[config.mk]
export PLATFORM = sky130hd
export DESIGN_NAME = line_enc8b10b
export DESIGN_NICKNAME = d
export VERILOG_FILES = /design/src/rtl/line_enc_pkg.sv /design/src/rtl/lenc_class6.sv /design/src/rtl/lenc_class4.sv /design/src/rtl/lenc_cmpl.sv /design/src/rtl/line_enc8b10b.sv
export SDC_FILE = /design/constraint.sdc
export NUM_CORES = 1
export LEC_CHECK = 0
export ABC_AREA = 0
export BUFFER_PORTS_ARGS = -buffer_cell sky130_fd_sc_hd__buf_2
export CAP_MARGIN = 10
export CORE_ASPECT_RATIO = 0.9
export CORE_MARGIN = 10
export CORE_UTILIZATION = 44
export CTS_BUF_LIST = sky130_fd_sc_hd__clkbuf_16
export CTS_CLUSTER_SIZE = 25
export DETAILED_ROUTE_END_ITERATION = 10
export SLEW_MARGIN = 15
export SYNTH_ARGS = -nofsm -noshare
export SYNTH_HDL_FRONTEND = slang
export SYNTH_SLANG_ARGS = --single-unit
[constraint.sdc]
create_clock -name clk -period 12.5 [get_ports clk]
set_clock_uncertainty 0.05 [all_clocks]
set_input_delay 2.5 -clock clk [delete_from_list [all_inputs] [get_ports clk]]
set_output_delay 2.5 -clock clk [all_outputs]
set_load 0.05 [all_outputs]
[src/rtl/line_enc_pkg.sv]
package line_enc_pkg;
    localparam int BYTE_W = 8;
    localparam int X_W    = 5;
    localparam int Y_W    = 3;
    localparam int SUB6_W = 6;
    localparam int SUB4_W = 4;
    localparam int CODE_W = SUB6_W + SUB4_W;

    typedef enum logic {
        RD_NEG = 1'b0,
        RD_POS = 1'b1
    } rd_state_t;

    // control characters that may be sent with the control flag
    function automatic logic legal_ctrl(input logic [X_W-1:0] x, input logic [Y_W-1:0] y);
        return (x == 5'd28) ||
               ((y == 3'd7) && ((x == 5'd23) || (x == 5'd27) || (x == 5'd29) || (x == 5'd30)));
    endfunction
endpackage

[src/rtl/lenc_class6.sv]
module lenc_class6
    import line_enc_pkg::*;
(
    input  logic [X_W-1:0]    x,
    input  logic              k28,
    output logic [SUB6_W-1:0] prim,
    output logic              alt
);
    logic [SUB6_W-1:0] dtab;

    always_comb begin
        unique case (x)
            5'd0:  dtab = 6'b100111;
            5'd1:  dtab = 6'b011101;
            5'd2:  dtab = 6'b101101;
            5'd3:  dtab = 6'b110001;
            5'd4:  dtab = 6'b110101;
            5'd5:  dtab = 6'b101001;
            5'd6:  dtab = 6'b011001;
            5'd7:  dtab = 6'b111000;
            5'd8:  dtab = 6'b111001;
            5'd9:  dtab = 6'b100101;
            5'd10: dtab = 6'b010101;
            5'd11: dtab = 6'b110100;
            5'd12: dtab = 6'b001101;
            5'd13: dtab = 6'b101100;
            5'd14: dtab = 6'b011100;
            5'd15: dtab = 6'b010111;
            5'd16: dtab = 6'b011011;
            5'd17: dtab = 6'b100011;
            5'd18: dtab = 6'b010011;
            5'd19: dtab = 6'b110010;
            5'd20: dtab = 6'b001011;
            5'd21: dtab = 6'b101010;
            5'd22: dtab = 6'b011010;
            5'd23: dtab = 6'b111010;
            5'd24: dtab = 6'b110011;
            5'd25: dtab = 6'b100110;
            5'd26: dtab = 6'b010110;
            5'd27: dtab = 6'b110110;
            5'd28: dtab = 6'b001110;
            5'd29: dtab = 6'b101110;
            5'd30: dtab = 6'b011110;
            default: dtab = 6'b101011;
        endcase
    end

    // classification: unbalanced forms and the D.07 pair alternate
    always_comb begin
        if (k28) begin
            prim = 6'b001111;
            alt  = 1'b1;
        end else begin
            prim = dtab;
            alt  = ($countones(dtab) != SUB6_W / 2) || (x == 5'd7);
        end
    end
endmodule

[src/rtl/lenc_class4.sv]
module lenc_class4
    import line_enc_pkg::*;
(
    input  logic [X_W-1:0]    x,
    input  logic [Y_W-1:0]    y,
    input  logic              kmode,
    input  logic              rd_mid,
    output logic [SUB4_W-1:0] prim,
    output logic              alt
);
    logic use_a7;

    always_comb begin
        use_a7 = (!rd_mid && ((x == 5'd17) || (x == 5'd18) || (x == 5'd20))) ||
                 ( rd_mid && ((x == 5'd11) || (x == 5'd13) || (x == 5'd14)));
        if (kmode) begin
            alt = 1'b1;
            unique case (y)
                3'd0: prim = 4'b1011;
                3'd1: prim = 4'b0110;
                3'd2: prim = 4'b1010;
                3'd3: prim = 4'b1100;
                3'd4: prim = 4'b1101;
                3'd5: prim = 4'b0101;
                3'd6: prim = 4'b1001;
                default: prim = 4'b0111;
            endcase
        end else begin
            alt = (y == 3'd0) || (y == 3'd3) || (y == 3'd4) || (y == 3'd7);
            unique case (y)
                3'd0: prim = 4'b1011;
                3'd1: prim = 4'b1001;
                3'd2: prim = 4'b0101;
                3'd3: prim = 4'b1100;
                3'd4: prim = 4'b1101;
                3'd5: prim = 4'b1010;
                3'd6: prim = 4'b0110;
                default: prim = use_a7 ? 4'b0111 : 4'b1110;
            endcase
        end
    end
endmodule

[src/rtl/lenc_cmpl.sv]
module lenc_cmpl #(
    parameter int W = 6
) (
    input  logic [W-1:0] prim,
    input  logic         alt,
    input  logic         rd_in,
    output logic [W-1:0] code,
    output logic         rd_out
);
    always_comb begin
        code   = (rd_in && alt) ? ~prim : prim;
        rd_out = ($countones(code) == W / 2) ? rd_in : ~rd_in;
    end
endmodule

[src/rtl/line_enc8b10b.sv]
module line_enc8b10b
    import line_enc_pkg::*;
(
    input  logic              clk,
    input  logic              rst_n,
    input  logic              in_vld,
    input  logic [BYTE_W-1:0] in_byte,
    input  logic              in_k,
    output logic [CODE_W-1:0] code_o,
    output logic              code_vld_o,
    output logic              rd_pos_o,
    output logic              kerr_o
);
    rd_state_t         rd_q, rd_nxt;
    logic [X_W-1:0]    x;
    logic [Y_W-1:0]    y;
    logic              legal, keff, flip;
    logic              rd_cur, rd_mid, rd_end;
    logic [SUB6_W-1:0] p6, c6;
    logic [SUB4_W-1:0] p4, c4;
    logic              a6, a4;

    assign x      = in_byte[X_W-1:0];
    assign y      = in_byte[BYTE_W-1:X_W];
    assign legal  = legal_ctrl(x, y);
    assign keff   = in_k && legal;
    assign rd_cur = (rd_q == RD_POS);

    lenc_class6 u_cl6 (.x(x), .k28(keff && (x == 5'd28)), .prim(p6), .alt(a6));
    lenc_cmpl #(.W(SUB6_W)) u_cm6 (.prim(p6), .alt(a6), .rd_in(rd_cur), .code(c6), .rd_out(rd_mid));
    lenc_class4 u_cl4 (.x(x), .y(y), .kmode(keff), .rd_mid(rd_mid), .prim(p4), .alt(a4));
    lenc_cmpl #(.W(SUB4_W)) u_cm4 (.prim(p4), .alt(a4), .rd_in(rd_mid), .code(c4), .rd_out(rd_end));

    assign flip = in_vld && (rd_end != rd_cur);

    // transitions HOLD / FLIP
    always_comb begin
        rd_nxt = rd_q;
        unique case (rd_q)
            RD_NEG: if (flip) rd_nxt = RD_POS;
            RD_POS: if (flip) rd_nxt = RD_NEG;
        endcase
    end

    always_ff @(posedge clk) begin
        if (!rst_n) rd_q <= RD_NEG;
        else        rd_q <= rd_nxt;
    end

    always_ff @(posedge clk) begin
        if (!rst_n) begin
            code_o     <= '0;
            code_vld_o <= 1'b0;
            kerr_o     <= 1'b0;
        end else begin
            code_vld_o <= in_vld;
            kerr_o     <= in_vld && in_k && !legal;
            if (in_vld) code_o <= {c6, c4};
        end
    end

    assign rd_pos_o = (rd_q == RD_POS);
endmodule

Yosys cells after proc, flatten, opt, wreduce, memory -nomap -nowiden
Memories as Yosys holds them, arrays and structs flattened.
Cells that the tools add are included.

operators by class
  reduce and logical (&&, ||, !) cells = 26
  muxes and demuxes = 14
  $add $sub $neg = 13
  equality and inequality tests = 23
  bitwise logic cells = 4

operators by type and width
  operator             count
  $add 32x32->32       5
  $eq 32x3->1 const B  2
  $pmux 4 s7           2
  $eq 5x5->1 const B   8
  $ne 32x3->1 const B  1
  $add 1x1->2          8
  $eq 5x4->1 const B   3
  $logic_or 1x1->1     13
  $eq 3x3->1 const B   4
  $mux 4               3
  $mux 6               2
  $logic_and 1x1->1    10
  $eq 3x2->1 const B   2
  $mux 1               6
  $not 6->6            1
  $eq 5x3->1 const B   1
  $not 4->4            1
  $eq 3x1->1 const B   1
  $logic_not 3->1      1
  $logic_not 1->1      2
  $not 1->1            2
  $pmux 1 s2           1
  $ne 1x1->1           1

word-level totals
  word-level logic and storage cells = 85
  memories = 1
  register bits = 13
  memory bits (read-only) = 192
  output and inout port bits = 13
  input port bits = 12

memories
  name             depth  bits a word  rd ports  clocked after Yosys merged registers in  wr ports  RTL line           text
  (no name shown)  32     6            1         0                                        0         lenc_class6.sv:12  unique case (x)

Logic depth before layout (Yosys ltp)
  word-level depth = 32
  mapped depth = 32
  gate-level depth less buffers = 32

By module
A second synthesis with hierarchy kept.

second synthesis, totals
  cells, all modules = 198
  area, all modules = 1704.1 um^2

by module, submodules not included
  module              area an instance (um^2)  times used  cells an instance  sequential area each (um^2)
  lenc_class6         561.8                    1           75                 0.0
  line_enc8b10b       528.0                    1           49                 260.2
  lenc_class4         267.8                    1           38                 0.0
  lenc_cmpl at u_cm6  217.7                    1           22                 0.0
  lenc_cmpl at u_cm4  128.9                    1           14                 0.0

Least setup slack after synthesis
OpenSTA, ideal clock, no wires.

  path kind = input-to-reg
  start = input in_byte[1]
  end = register (tool-made name)
  arrival = 8.825 ns
  stages = 28
  buffers on the path = 0
  path slack = 3.510 ns
  library setup time = 0.116 ns
  required time = 12.334 ns
  cell sequence = inv_1 -> ha_1 -> or3b_2 -> a21oi_1 -> or3_1 -> ha_1 -> fa_1 -> ha_1 -> nor4b_1 -> o211ai_1 -> nand2_2 -> a21o_1 -> nand2_1 -> ha_1 -> fa_1 -> ha_1 -> and4bb_2 -> xnor2_1 -> mux2i_1 -> a311oi_2 -> or2_1 -> ha_1 -> ha_1 -> fa_1 -> nand2_1 -> xnor2_1 -> mux2i_1 -> nor2_1

RTL lines
  element          RTL line            text
  start, declared  line_enc8b10b.sv:7  input logic [BYTE_W-1:0] in_byte,

==> results.yml <==
layout:
  syn2layout_area_growth_pct: 11.2
  nNetsFinal: 262
  utilization: 0.511
  drive_gt1_frac: 0.177
  antenna_cells: 0
global_route:
  overflow: 0
  grt_util_all_layers: 0.121
  grt_pass1_wl_um: 7000
  grt_pass1_vias: 1507
  grt_max_degree: 26
  antenna_found_initial: 0
placed_design:
  dp_hpwl_um: 3200
  io_buffers: 24
  place_congestion: 0.826
die:
  io-pin-count: 25
  initial_core_util: 0.459
  die_area_sq_um: 6830
  rows: 21
  die_height_um: 79.4
  die_x_um: 86.0
  core_sq_um: 3760
logic_synthesis:
  synth_top_area_frac: 0.151
  synth.distinct_cells: 63
  ys_async_sr_fraction: 0
  syn_area_sq_um: 1730
  synth_edf_count: 0
  synth_common_cells: "ha_1, inv_1, nand2_1, nor2_1, dfxtp_1"
  yosysWarnings: 0
  ys_seq_elements: 13
  syn_inst: 208
  yosysSeqAreaShare: 0.151
  synthTopCellsByArea: "dfxtp_1, ha_1, fa_1"
  synth_top_cell_by_area: "dfxtp_1"
  yosysMostFrequentCell: "ha_1"
  synth_nets: 243
  syn_area_per_cell_sq_um: 8.30
  synthFlopType: "dfxtp_1"
route:
  wl_um: 3980
  dr.first_iter.drc_count: 73
  avgRoutedWirePerCell_um: 14.6
  drc_errors: 0
  viasPerCell: 5.76
  detail-route-antenna-nets: 0
  drtPass1Iterations: 4
  num_vias: 1566
sta:
  whs_ns: 0.412
  finalCritPeriodShare: 0.777
  slew-limit-headroom: 0.641
  rsz0062_at_grt: "no"
  worst_pin_slew_ns: 0.535
  post-route-min-period_ns: 9.71
  fin_tns_setup_ns: 0
  maxClockFrequency_ghz: 0.103
  setup_viol: 0
  slew_viol_final: 0
  hold_violations: 0
worst_setup_path:
  path_class: "input port to flip-flop"
  slowest_stage: "fa_1"
  critPathLaunchType: "input port"
  crit_family: "adder cells"
  cpMostUsedCell: "ha_1"
  path_buf_inv: 2
  cpPeakStageDelay_ns: 0.48
  path_max_fanout: 7
  cp.required_ns: 12.58
  reg2reg_slack_ns: 7.47
  arrival_ns: 9.79
  endpoint_kind: "flip-flop"
clock_network:
  cts_sinks: 13
  clk_pin_slew_ns: 0.05
  ctsRootBufferMaster: "clkbuf_16"
  cts_buffers: 3
  insertion_delay_ns: 0.24
  cts_hold_buf: 0
  cts_tree: "yes"
  clockBufferDepth: 2
  post_cts_resized: 0
  h-tree-depth: 1
  cts_setup_buffers: 0
pwr:
  total_power_uw: 348
  leakagePower_nw: 0.855
  powerDensity_nw_per_um2: 181
  vdd_drop_max_mv: 0.0826
run:
  max_cap_viol_count: 0
hold_path:
  worstHoldPathType: "flip-flop to flip-flop"
run_status:
  status: "completed"
[flip-flops by register name (all words and copies together), names as in the netlist, named ones only]
| signal | cells |
|---|---|
| code_o | 10 |
| code_vld_o | 1 |
| kerr_o | 1 |
[worst reg2reg max path, cell delays in order (launching register included)]
cell and delay [ns]:
dfxtp_1 0.54, nand2_2 0.20, xor2_1 0.30, ha_1 0.30, fa_1 0.43, ha_1 0.27
and4bb_2 0.25, xnor2_1 0.45, mux2i_1 0.39, a311oi_2 0.16, or2_1 0.25, ha_1 0.28
ha_1 0.19, fa_1 0.48, nand2_1 0.06, xnor2_1 0.12, mux2i_1 0.15, nor2_1 0.05
[report_power, final]
part	leakage [nW]	switching [mW]	internal, mW
Clock	0.0423	0.0184	0.0423
Combinational	0.705	0.137	0.0964
Sequential	0.108	0.00476	0.0492
Total	0.855	0.160	0.188
[cell type report]
class | count | area [sq um]
fill | 375 | 1840
timing repair buffer | 24 | 120
sequential | 13 | 260
clock inverter | 1 | 3.75
inverter | 15 | 56.3
tap | 46 | 57.6
multi-input combinational | 170 | 1350
clock buffer | 3 | 75.1
[per-layer routing]
layer  GRT usage  wire [um]  vias to the layer above
met3      0.0337        246                        4
li1            -          -                      806
met2       0.177       1690                       41
met1       0.167       2000                      715
met5           0          0                        -
met4      0.0362         46                        0
[stage by stage]
stage	worst slack, ns	instance area (sq um)	instances
after floorplan	3.51	1730	208
after global placement	2.58	1840	268
after detailed placement	2.53	1840	268
after CTS	2.76	1920	272
after global routing	2.21	1920	272
final	2.79	1920	272
[placed cells by master, fill, tap and decap left out, drive strengths merged, types with 4 or more instances in the layout]
cell,n
a211o,4
a21oi,8
and2,4
buf,24
dfxtp,13
fa,5
ha,18
inv,16
mux2i,4
nand2,15
nand3,6
nand4,4
nor2,14
nor2b,4
o211ai,7
o21a,4
o21ai,9
xnor2,5
xor2,5
[cells by family after synthesis]
kind of cell    share of synthesized area
compound gates                      0.251
xor+xnor                           0.0508
fa+ha+maj                           0.189
buf+inv                            0.0689
flops                               0.151
mux                                0.0493
simple gates                        0.241
[path summary, 6_finish.rpt]
kind,start,end,depth (start not counted)
worst max-delay path,in_byte[0],flip-flop,28
worst min-delay path,code_o[7],code_o[7],2
worst max register to register,flip-flop,flip-flop,17
worst min register to register,code_o[7],code_o[7],2
Note: power is estimated with default switching activity, not from simulation.
